**src/rtl/ssc_pkg.sv**
```systemverilog
package ssc_pkg;
   typedef enum logic {
      SSC_SCRAMBLE   = 1'b0,
      SSC_DESCRAMBLE = 1'b1
   } ssc_dir_e;

   localparam int unsigned SSC_WORD_W_DEF = 64;
   localparam int unsigned SSC_FAR_DEF    = 58;
   localparam int unsigned SSC_NEAR_DEF   = 39;
endpackage

```
**src/rtl/ssc_hist.sv**
```systemverilog
module ssc_hist #(
   parameter int unsigned      LEN  = 58,
   parameter logic [LEN-1:0]   SEED = '0
) (
   input  logic           clk,
   input  logic           rst_n,
   input  logic           adv,
   input  logic [LEN-1:0] nxt,
   output logic [LEN-1:0] q
);
   always_ff @(posedge clk) begin
      if (!rst_n)   q <= SEED;
      else if (adv) q <= nxt;
   end

   // an idle cycle leaves the history untouched
   p_hold_idle_r4: assert property (@(posedge clk) disable iff (!rst_n)
      !adv |=> $stable(q));
endmodule

```
**src/rtl/ssc_lane.sv**
```systemverilog
module ssc_lane
   import ssc_pkg::*;
#(
   parameter int unsigned   W    = 64,
   parameter int unsigned   L    = 58,
   parameter int unsigned   NEAR = 39,
   parameter ssc_dir_e      DIR  = SSC_SCRAMBLE,
   parameter logic [L-1:0]  SEED = '0
) (
   input  logic         clk,
   input  logic         rst_n,
   input  logic         in_valid,
   input  logic [W-1:0] in_data,
   output logic         out_valid,
   output logic [W-1:0] out_data
);
   localparam int unsigned EXT_W = L + W;

   generate
      if (NEAR == 0 || NEAR >= L) begin : g_bad_tap
         $error("ssc_lane: NEAR tap must lie strictly inside the history");
      end
      if (W == 0) begin : g_bad_width
         $error("ssc_lane: word width must be nonzero");
      end
   endgenerate

   logic [L-1:0]     hist_q;
   logic [EXT_W-1:0] ext;
   logic [W-1:0]     word_nxt;

   // Multiplicative scrambling: line bits feed back, resolved serially in one cycle.
   function automatic logic [EXT_W-1:0] scr_chain(input logic [L-1:0] h,
                                                  input logic [W-1:0] d);
      logic [EXT_W-1:0] e;
      e = '0;
      e[L-1:0] = h;
      for (int k = 0; k < W; k++) begin
         e[L+k] = d[k] ^ e[L+k-NEAR] ^ e[k];
      end
      return e;
   endfunction

   // Descrambling: taps read received bits only, so no chain inside the word.
   function automatic logic [W-1:0] dsc_word(input logic [EXT_W-1:0] e);
      logic [W-1:0] r;
      for (int k = 0; k < W; k++) begin
         r[k] = e[L+k] ^ e[L+k-NEAR] ^ e[k];
      end
      return r;
   endfunction

   generate
      if (DIR == SSC_SCRAMBLE) begin : g_scr
         always_comb begin
            ext      = scr_chain(hist_q, in_data);
            word_nxt = ext[EXT_W-1:L];
         end
      end else begin : g_dsc
         always_comb begin
            ext      = {in_data, hist_q};
            word_nxt = dsc_word(ext);
         end
      end
   endgenerate

   ssc_hist #(.LEN(L), .SEED(SEED)) u_hist (
      .clk   (clk),
      .rst_n (rst_n),
      .adv   (in_valid),
      .nxt   (ext[EXT_W-1:W]),
      .q     (hist_q)
   );

   always_ff @(posedge clk) begin
      if (!rst_n) begin
         out_valid <= 1'b0;
         out_data  <= '0;
      end else begin
         out_valid <= in_valid;
         if (in_valid) out_data <= word_nxt;
      end
   end

   // output valid follows input valid by one clock
   p_valid_lat_r5: assert property (@(posedge clk) disable iff (!rst_n)
      in_valid |=> out_valid);
   // output word held after an idle input
   p_idle_hold_r5: assert property (@(posedge clk) disable iff (!rst_n)
      !in_valid |=> (!out_valid && $stable(out_data)));
   // zero history with zero data yields a zero word
   p_zero_r7: assert property (@(posedge clk) disable iff (!rst_n)
      (in_valid && hist_q == '0 && in_data == '0) |=> out_data == '0);

   generate
      if (W >= L) begin : g_hist_chk
         if (DIR == SSC_SCRAMBLE) begin : g_scr_chk
            // transmit history is the tail of the emitted scrambled word
            p_hist_tail_r3: assert property (@(posedge clk) disable iff (!rst_n)
               in_valid |=> hist_q == out_data[W-1:W-L]);
         end else begin : g_dsc_chk
            // receive history is the tail of the received word
            p_hist_tail_r3: assert property (@(posedge clk) disable iff (!rst_n)
               in_valid |=> hist_q == $past(in_data[W-1:W-L]));
         end
      end
   endgenerate
endmodule

```
**src/rtl/ssc_pair.sv**
```systemverilog
module ssc_pair
   import ssc_pkg::*;
#(
   parameter int unsigned             DATA_W   = SSC_WORD_W_DEF,
   parameter int unsigned             HIST_LEN = SSC_FAR_DEF,
   parameter int unsigned             NEAR_TAP = SSC_NEAR_DEF,
   parameter logic [HIST_LEN-1:0]     TX_SEED  = '1,
   parameter logic [HIST_LEN-1:0]     RX_SEED  = '0
) (
   input  logic              clk,
   input  logic              rst_n,
   input  logic              tx_valid,
   input  logic [DATA_W-1:0] tx_data,
   output logic              tx_out_valid,
   output logic [DATA_W-1:0] tx_out,
   input  logic              rx_valid,
   input  logic [DATA_W-1:0] rx_data,
   output logic              rx_out_valid,
   output logic [DATA_W-1:0] rx_out
);
   ssc_lane #(
      .W(DATA_W), .L(HIST_LEN), .NEAR(NEAR_TAP),
      .DIR(SSC_SCRAMBLE), .SEED(TX_SEED)
   ) u_tx (
      .clk       (clk),
      .rst_n     (rst_n),
      .in_valid  (tx_valid),
      .in_data   (tx_data),
      .out_valid (tx_out_valid),
      .out_data  (tx_out)
   );

   ssc_lane #(
      .W(DATA_W), .L(HIST_LEN), .NEAR(NEAR_TAP),
      .DIR(SSC_DESCRAMBLE), .SEED(RX_SEED)
   ) u_rx (
      .clk       (clk),
      .rst_n     (rst_n),
      .in_valid  (rx_valid),
      .in_data   (rx_data),
      .out_valid (rx_out_valid),
      .out_data  (rx_out)
   );

   // nothing is presented while reset is held
   p_reset_quiet_r6: assert property (@(posedge clk)
      !rst_n |=> (!tx_out_valid && !rx_out_valid && tx_out == '0 && rx_out == '0));
endmodule

```
**config.mk**
```make
export PLATFORM = sky130hd
export DESIGN_NAME = ssc_pair
export DESIGN_NICKNAME = d
export VERILOG_FILES = /design/src/rtl/ssc_pkg.sv /design/src/rtl/ssc_hist.sv /design/src/rtl/ssc_lane.sv /design/src/rtl/ssc_pair.sv
export SDC_FILE = /design/constraint.sdc
export NUM_CORES = 1
export LEC_CHECK = 0
export CAP_MARGIN = 30
export CORE_ASPECT_RATIO = 0.6
export CORE_MARGIN = 2
export CORE_UTILIZATION = 46
export DETAILED_ROUTE_END_ITERATION = 8
export GPL_TIMING_DRIVEN = 0
export PLACE_DENSITY = 0.8
export SYNTH_ARGS = -nofsm -noshare
export SYNTH_HDL_FRONTEND = slang
export SYNTH_SLANG_ARGS = --single-unit
```
**constraint.sdc**
```tcl
create_clock -name clk -period 1.3 [get_ports clk]
set_input_delay 0.13 -clock clk [delete_from_list [all_inputs] [get_ports clk]]
set_output_delay 0.13 -clock clk [all_outputs]
set_load 0.1 [all_outputs]
```
==> results of run 1 <==
-- worst reg2reg max path, stage by stage, from the launching register on --
cell	delay, ns
dfxtp_2	0.34
xor3_2	0.54
or3_1	0.38
nand3_1	0.07
-- cells in the mapped netlist (2+ instances only) --
| master | number | area share (%) |
|---|---|---|
| a21boi_0 | 52 | 3.2 |
| buf_1 | 2 | 0.063 |
| buf_2 | 24 | 1.0 |
| buf_4 | 4 | 0.25 |
| clkbuf_1 | 33 | 1.0 |
| dfxtp_1 | 246 | 41 |
| mux2i_1 | 128 | 11 |
| nand2_1 | 105 | 3.3 |
| nand3_1 | 114 | 4.7 |
| nand4b_1 | 6 | 0.44 |
| nor2b_1 | 128 | 6.7 |
| nor3_1 | 6 | 0.25 |
| o21ai_0 | 19 | 0.79 |
| or3_1 | 25 | 1.3 |
| xnor2_1 | 25 | 1.8 |
| xor2_1 | 19 | 1.4 |
| xor3_1 | 109 | 22 |
-- timing repair --
action,4_1_cts,5_1_grt
endpoints found under the setup margin,227,132
setup buffers,13,1
pin swaps,38,22
resized for setup,860,121
-- stage by stage --
stage	total power [µW]	std cells	hold slack [ns]	util (%)
after floorplan	15700	1051	0.299	-
after global placement	18300	1663	0.459	59.2
after detailed placement	18600	1674	0.464	60.4
after CTS	26500	1719	0.137	64.2
after global routing	27700	1722	0.173	65.7
final	26900	1724	0.157	65.7
-- per-layer routing --
layer	vias to the layer above	share of wire (%)	GRT usage (%)
met5	-	0	0
met4	0	1.6	4.52
met3	46	11	8.99
met2	415	39	37.5
met1	4501	49	45.6
li1	4211	-	-
-- how the worst min path moves through the flow --
stage / end / slack (ns) / start
final: u_rx.u_hist.q[57] / 0.16 / rx_valid
after global routing: u_rx.out_data[63] / 0.17 / rx_valid
after CTS: u_rx.u_hist.q[57] / 0.14 / rx_valid
after detailed placement: u_tx.u_hist.q[15] / 0.46 / u_tx.u_hist.q[15]
after global placement: u_tx.u_hist.q[13] / 0.46 / u_tx.u_hist.q[13]
after floorplan: u_rx.u_hist.q[57] / 0.30 / rx_data[63]
-- power groups by stage --
| stage | logic, µW | registers, µW | clock network (µW) |
|---|---|---|---|
| 2_1_floorplan | 3150 | 12600 | 0 |
| 3_3_place_gp | 9030 | 9260 | 0 |
| 6_report | 9850 | 9370 | 7660 |
| 4_1_cts | 9510 | 9270 | 7740 |
| 3_5_place_dp | 9350 | 9280 | 0 |
| 5_1_grt | 10200 | 9430 | 8090 |
-- cell type report --
class | count | area (µm²)
Fill cell | 2002 | 8720
Multi-Input combinational cell | 738 | 6910
Sequential cell | 246 | 5010
Timing Repair Buffer | 274 | 3160
Clock buffer | 38 | 764
Tap cell | 352 | 440
Buffer | 65 | 325
Clock inverter | 5 | 100
Inverter | 2 | 11.3
Antenna cell | 4 | 10.0
-- cells by family after synthesis --
group	synth area share [%]
and+or+nand+nor	16.9
buffers and inverters	2.62
muxes	10.7
DFF	41.0
AOI/OAI and AO/OA	4.04
xor gates and xnor gates	24.8
-- sequential cells by signal, summed over array words and instances (netlist names) --
name	flops
u_rx.out_data	64
u_rx.u_hist.q	58
u_tx.out_valid	1
u_tx.u_hist.q	58
u_tx.out_data	64
u_rx.out_valid	1
-- cells in the final DEF (no fill, tap or decap), drive strengths merged, types with 2 or more instances in the layout --
master / count
diode: 4
clkinv: 2
nor2b: 128
xor3: 109
bufinv: 3
or3: 25
mux2i: 128
nand4b: 6
a21boi: 52
nand2: 106
xnor2: 25
clkdlybuf4s50: 129
dfxtp: 246
clkbuf: 75
xor2: 19
nor3: 6
o21ai: 19
buf: 171
nand3: 114
==> impl_results.md, run 1 <==
- Area of the mapped netlist: between 10000 and 15000 µm²
- Worst R2R End: u_tx.out_data[39]
- Worst slack at placement: -0.775 ns
- Remaining DRCs: 0
- Final Net Count: 1484
- Clock period minus worst slack: about 1.4 ns
- Row cnt: between 40 and 50
- Flop pwr share: between 30% and 40%
- Worst skew pair latency: around 0.53 ns
- Setup violations, final: 6
- DP HPWL: roughly 31 mm
- Number of global-route vias before repair: just under 9000
- Cell variety after synth: 23
- Clk sink count: ~250
- Core area: 25400 µm²
- Worst-path clk slew: approximately 0.06 ns
- Hold buffer count at CTS: 0
- Syn Nets: 1183
- Crit path max-delay cell type: xor3_2
- Mapped Cells: approximately 1100
- Mean Syn Cell Area: about 11 µm²
- ANT nets after route: 0
- # IOs: ~260
- Fmax: 722 MHz
- Status: finished, violations left
- Global-route wire length before repair: roughly 57 mm
- Final Cell Area: approximately 17000 µm²
- Yosys reg bits: approximately 250
- LEAKAGE: approximately 0.0075 µW
- Layout cells sized above 1: 22.8%
- Crit path capture type: register
- Die area: 27500 µm²
- WP data arrival: ~1.8 ns
- Gpl congestion: about 0.97
- Post-DP Area: roughly 15000 µm²
- Sequential cell area fraction in the yosys report: between 40% and 50%
- Main synth FF type: dfxtp_1
- Combinational power share: between 30% and 40%
- CP startpoint: u_tx.u_hist.q[0]
- Worst r2r path cells: 3
- Largest net degree at the start of global routing: 15
- Total gr overflow: 0
- Total GRT Usage: 28.6%
- Maximum vdd drop: between 1 and 1.5 mV
- Min-Delay Path Class: primary input to register
- Psw: 9980 µW
- Pre-antenna DRT Iters: 6
- CTS max path bufs: 3
- Critical Path RT: 1.76 ns
- Die width: ~210 µm
- Max-slew headroom: a little under three fifths
- Launching point of the worst reg2reg path: u_tx.u_hist.q[0]
- Starting density of the core: 47.2%
- Final worst setup slack: -0.0855 ns
- CP Cell Sequence: xor3_2 > or3_1 > nand3_1
- Worst Setup EP: u_tx.out_data[39]
- Pint: approximately 17000 µW
- TNS Setup: -0.189 ns
- Slew at the pin with the worst max-slew slack: approximately 0.67 ns
- Power per Cell Area: around 1600 nW/µm²
- Initial antenna violation count: 2
- Power share of the clock group: 28.5%
- CTS tree: done
- Clk root buf: clkbuf_16
- Max incr delay on CP: 0.54 ns
- Number of cells on the critical path: 3
- Final period utilization: 107%
- Routed vias: 9173
- Final Max Tran Viols: 0
- DR WL/cell: between 20 and 25 µm
- Worst Path Max Fanout: 4
- First-iteration detailed-routing DRC count: roughly 800
- Crit path kind: register to register
- RSZ-0062 raised after global routing: true
- Final Routed Wirelength: about 40 mm
- Sw Share: approximately 37%
- Via density: roughly 5.3
- CP bufs+invs: 0
- Final Hold Vio Count: 0
- EDFF count, synth: 0
- TritonCTS Buffers: 25
- Crit start category: register
- Failing checks: negative setup slack
- Max Clock Skew: about 0.017 ns
- Syn-to-layout area delta: 39.2%
- Crit-path leading delay family: XOR/XNOR gates
- H-tree depth: 1
- Max Cap Viol: 0
- Hold Path Depth: 4
- Flop2flop setup slack: -0.09 ns
- Syn. warnings: 0
- Vert. Die Dim: 129 µm
- Asr flop ratio synth: 0%
- Buffers on Ports: 260
Power figures use the tool's default switching activity.
==> inputs of run 2 (changes only) <==
--- a/config.mk
+++ b/config.mk
@@ -5,6 +5,7 @@
 export SDC_FILE = /design/constraint.sdc
 export NUM_CORES = 1
 export LEC_CHECK = 0
+export ABC_CLOCK_PERIOD_IN_PS = 1300
 export CAP_MARGIN = 30
 export CORE_ASPECT_RATIO = 0.6
 export CORE_MARGIN = 2
==> results of run 2 <==
The final DEF is identical to that of run 1; final timing and power are the same.
==> inputs of run 3 (changes only) <==
--- a/config.mk
+++ b/config.mk
@@ -5,14 +5,15 @@
 export SDC_FILE = /design/constraint.sdc
 export NUM_CORES = 1
 export LEC_CHECK = 0
-export ABC_CLOCK_PERIOD_IN_PS = 1300
+export ABC_CLOCK_PERIOD_IN_PS = 1700
 export CAP_MARGIN = 30
 export CORE_ASPECT_RATIO = 0.6
 export CORE_MARGIN = 2
-export CORE_UTILIZATION = 46
+export CORE_UTILIZATION = 50
 export DETAILED_ROUTE_END_ITERATION = 8
 export GPL_TIMING_DRIVEN = 0
-export PLACE_DENSITY = 0.8
+export MAX_ROUTING_LAYER = met4
+export PLACE_DENSITY = 0.82
 export SYNTH_ARGS = -nofsm -noshare
 export SYNTH_HDL_FRONTEND = slang
 export SYNTH_SLANG_ARGS = --single-unit
==> constraint.sdc (replaced) <==
create_clock -name clk -period 1.7 [get_ports clk]
set_input_delay 0.17 -clock clk [delete_from_list [all_inputs] [get_ports clk]]
set_output_delay 0.17 -clock clk [all_outputs]
set_load 0.1 [all_outputs]
==> run 3 against run 2 <==
- the flow now finishes without violations
- final cell count decreased by 2.9%
- via count is essentially flat
- critical path depth down 2
- first-iteration DRC count rose by 14%
- setup slack gained 0.12 ns
- sequential cell count unchanged
- sequential power decreased by 25%
- combinational power shrank 29%
- register-to-register slack improved by 0.15 ns
- clock power shrank 24%
- count of clock-buffer cells in the layout decreased by 1
- largest cell class unchanged
==> impl_results.md, run 3 (synthesis gave the netlist of run 1 again) <==
- Status: complete, no violations
- DR WL/cell: ~24 µm
- Routed vias: between 9000 and 10000
- Crit path kind: register to primary output
- Critical Path RT: 1.53 ns
- Sw Share: around 38%
- Max incr delay on CP: slightly below 0.6 ns
- Crit path capture type: primary output
- Setup violations, final: 0
- Remaining DRCs: 0
- # IOs: ~260
- Slew at the pin with the worst max-slew slack: 0.791 ns
- Clock period minus worst slack: between 1.5 and 2 ns
- Buffer count from post-CTS setup fixing: 0
- Gpl congestion: 0.971
- Final Core Density: between 60 and 70%
- CTS max path bufs: 3
- TritonCTS Buffers: 24
- Pint: approximately 12000 µW
- Vert. Die Dim: 124 µm
- CTS tree: done
- Pre-antenna DRT Iters: 5
- Number of global-route vias before repair: between 8000 and 9000
- Total GRT Usage: 32.4%
- Max Cap Viol: 0
- Worst Path Max Fanout: 2
- Total gr overflow: 0
- Power per Cell Area: between 1000 and 1500 nW/µm²
- Most common cell after layout, fill and taps aside: dfxtp_1
- RSZ-0062 raised after global routing: false
- Core area: 23300 µm²
- Maximum vdd drop: around 0.79 mV
- Layout cells sized above 1: 14.8%
- Crit-path leading delay family: buffers and inverters
- Final period utilization: a little over nine tenths
- First-iteration detailed-routing DRC count: around 920
- Starting density of the core: approximately half
- Final Hold Vio Count: 0
- Clk root buf: clkbuf_16
- Final worst setup slack: about 0.034 ns
- Worst slack at placement: -0.391 ns
- Most frequent cells in the layout: dfxtp_1 (246), clkdlybuf4s50_1 (130), mux2i_1 (128), nor2b_1 (128), clkdlybuf4s15_2 (120)
- Syn-to-layout area delta: 34.8%
- Max-slew headroom: a little under half
- Via density: 5.47
- Initial antenna violation count: 1
- Biggest regs: u_rx.out_data (64), u_tx.out_data (64)
- Worst skew pair latency: ~0.52 ns
- ANT nets after route: 0
- Largest net degree at the start of global routing: 15
- Die area: ~25000 µm²
- Row cnt: 43
- Crit path max-delay cell type: clkdlybuf4s15_2
- Power share of the clock group: about 30%
- Fmax: about 600 MHz
- Total power: 19900 µW
- Final Routed Wirelength: 39.9 mm
- Final Max Tran Viols: 0
- Worst-path clk slew: around 0.07 ns
- Post-DP Area: approximately 15000 µm²
- Flop pwr share: between 30% and 40%
- Max Clock Skew: 0.00915 ns
- Buffers on Ports: 260
- Min-Delay Path Class: primary input to register
- Final Cell Area: ~16000 µm²
- Final Net Count: ~1500
- Clk sink count: 246
- CP Cell Sequence: clkdlybuf4s15_2
- Combinational power share: 35.2%
- H-tree depth: 1
- LEAKAGE: ~0.0071 µW
- CP bufs+invs: 1
- Psw: ~7500 µW
- WP data arrival: about 1.5 ns
- DP HPWL: around 31 mm
- Global-route wire length before repair: roughly 57 mm
- Hold WS: about 0.22 ns
- Die width: around 200 µm
- Crit start category: register
-- run 3: cell count changes in the layout (fill, tap and decap cells not counted), sizes merged --
cell           previous run  this run
dlygate4sd2               1         0
clkinv                    2         3
clkdlybuf4s50           129       130
clkinvlp                  1         2
clkbuf                   75        71
buf                     171        40
clkdlybuf4s15             0       120
-- run 3: worst paths after layout --
kind	from	end	slack, ns	cells after the start
worst max-delay path	u_tx.out_data[52]	tx_out[52]	0.03	1
worst min-delay path	rx_valid	u_rx.out_data[63]	0.22	4
worst max register to register	u_tx.u_hist.q[33]	u_tx.out_data[53]	0.06	3
worst min register to register	u_tx.out_data[19]	u_tx.out_data[19]	0.47	2
-- run 3: metrics by stage --
step	std cells	TNS, ns
global placement	1626	-31.11
detailed placement	1635	-33.32
floorplan	1051	0
CTS	1670	0
finish	1674	0
global route	1671	0
-- run 3: final cells by class --
type | instances | area, µm²
fill | 1724 | 7160
multi-input combinational | 738 | 6770
sequential | 246 | 4920
timing repair buffer | 260 | 2910
clock buffer | 37 | 751
tap | 315 | 394
buffer | 65 | 308
clock inverter | 7 | 115
antenna | 4 | 10.0
inverter | 2 | 7.51
-- run 3: timing repair --
item	in CTS	in global routing
resized for setup	365	0
endpoints found under the setup margin	130	0
hold buffers	0	0
-- run 3: power groups by stage --
stage	Combinational [µW]	Sequential (µW)	Clock, µW
after floorplan	2410	9610	0
after global placement	6870	7110	0
after detailed placement	7090	7120	0
after CTS	6940	7030	5880
after global routing	7270	7120	6100
final	7000	7060	5840
-- run 3: layer usage --
| layer | wire [µm] | vias up | global-route usage, % | part of all wire (%) |
|---|---|---|---|---|
| met2 | 15100 | 458 | 41.0 | 38 |
| met1 | 19200 | 4484 | 49.6 | 48 |
| met5 | 0 | - | - | 0 |
| met3 | 5250 | 28 | 11.1 | 13 |
| li1 | - | 4195 | - | - |
| met4 | 397 | 0 | 4.39 | 0.99 |
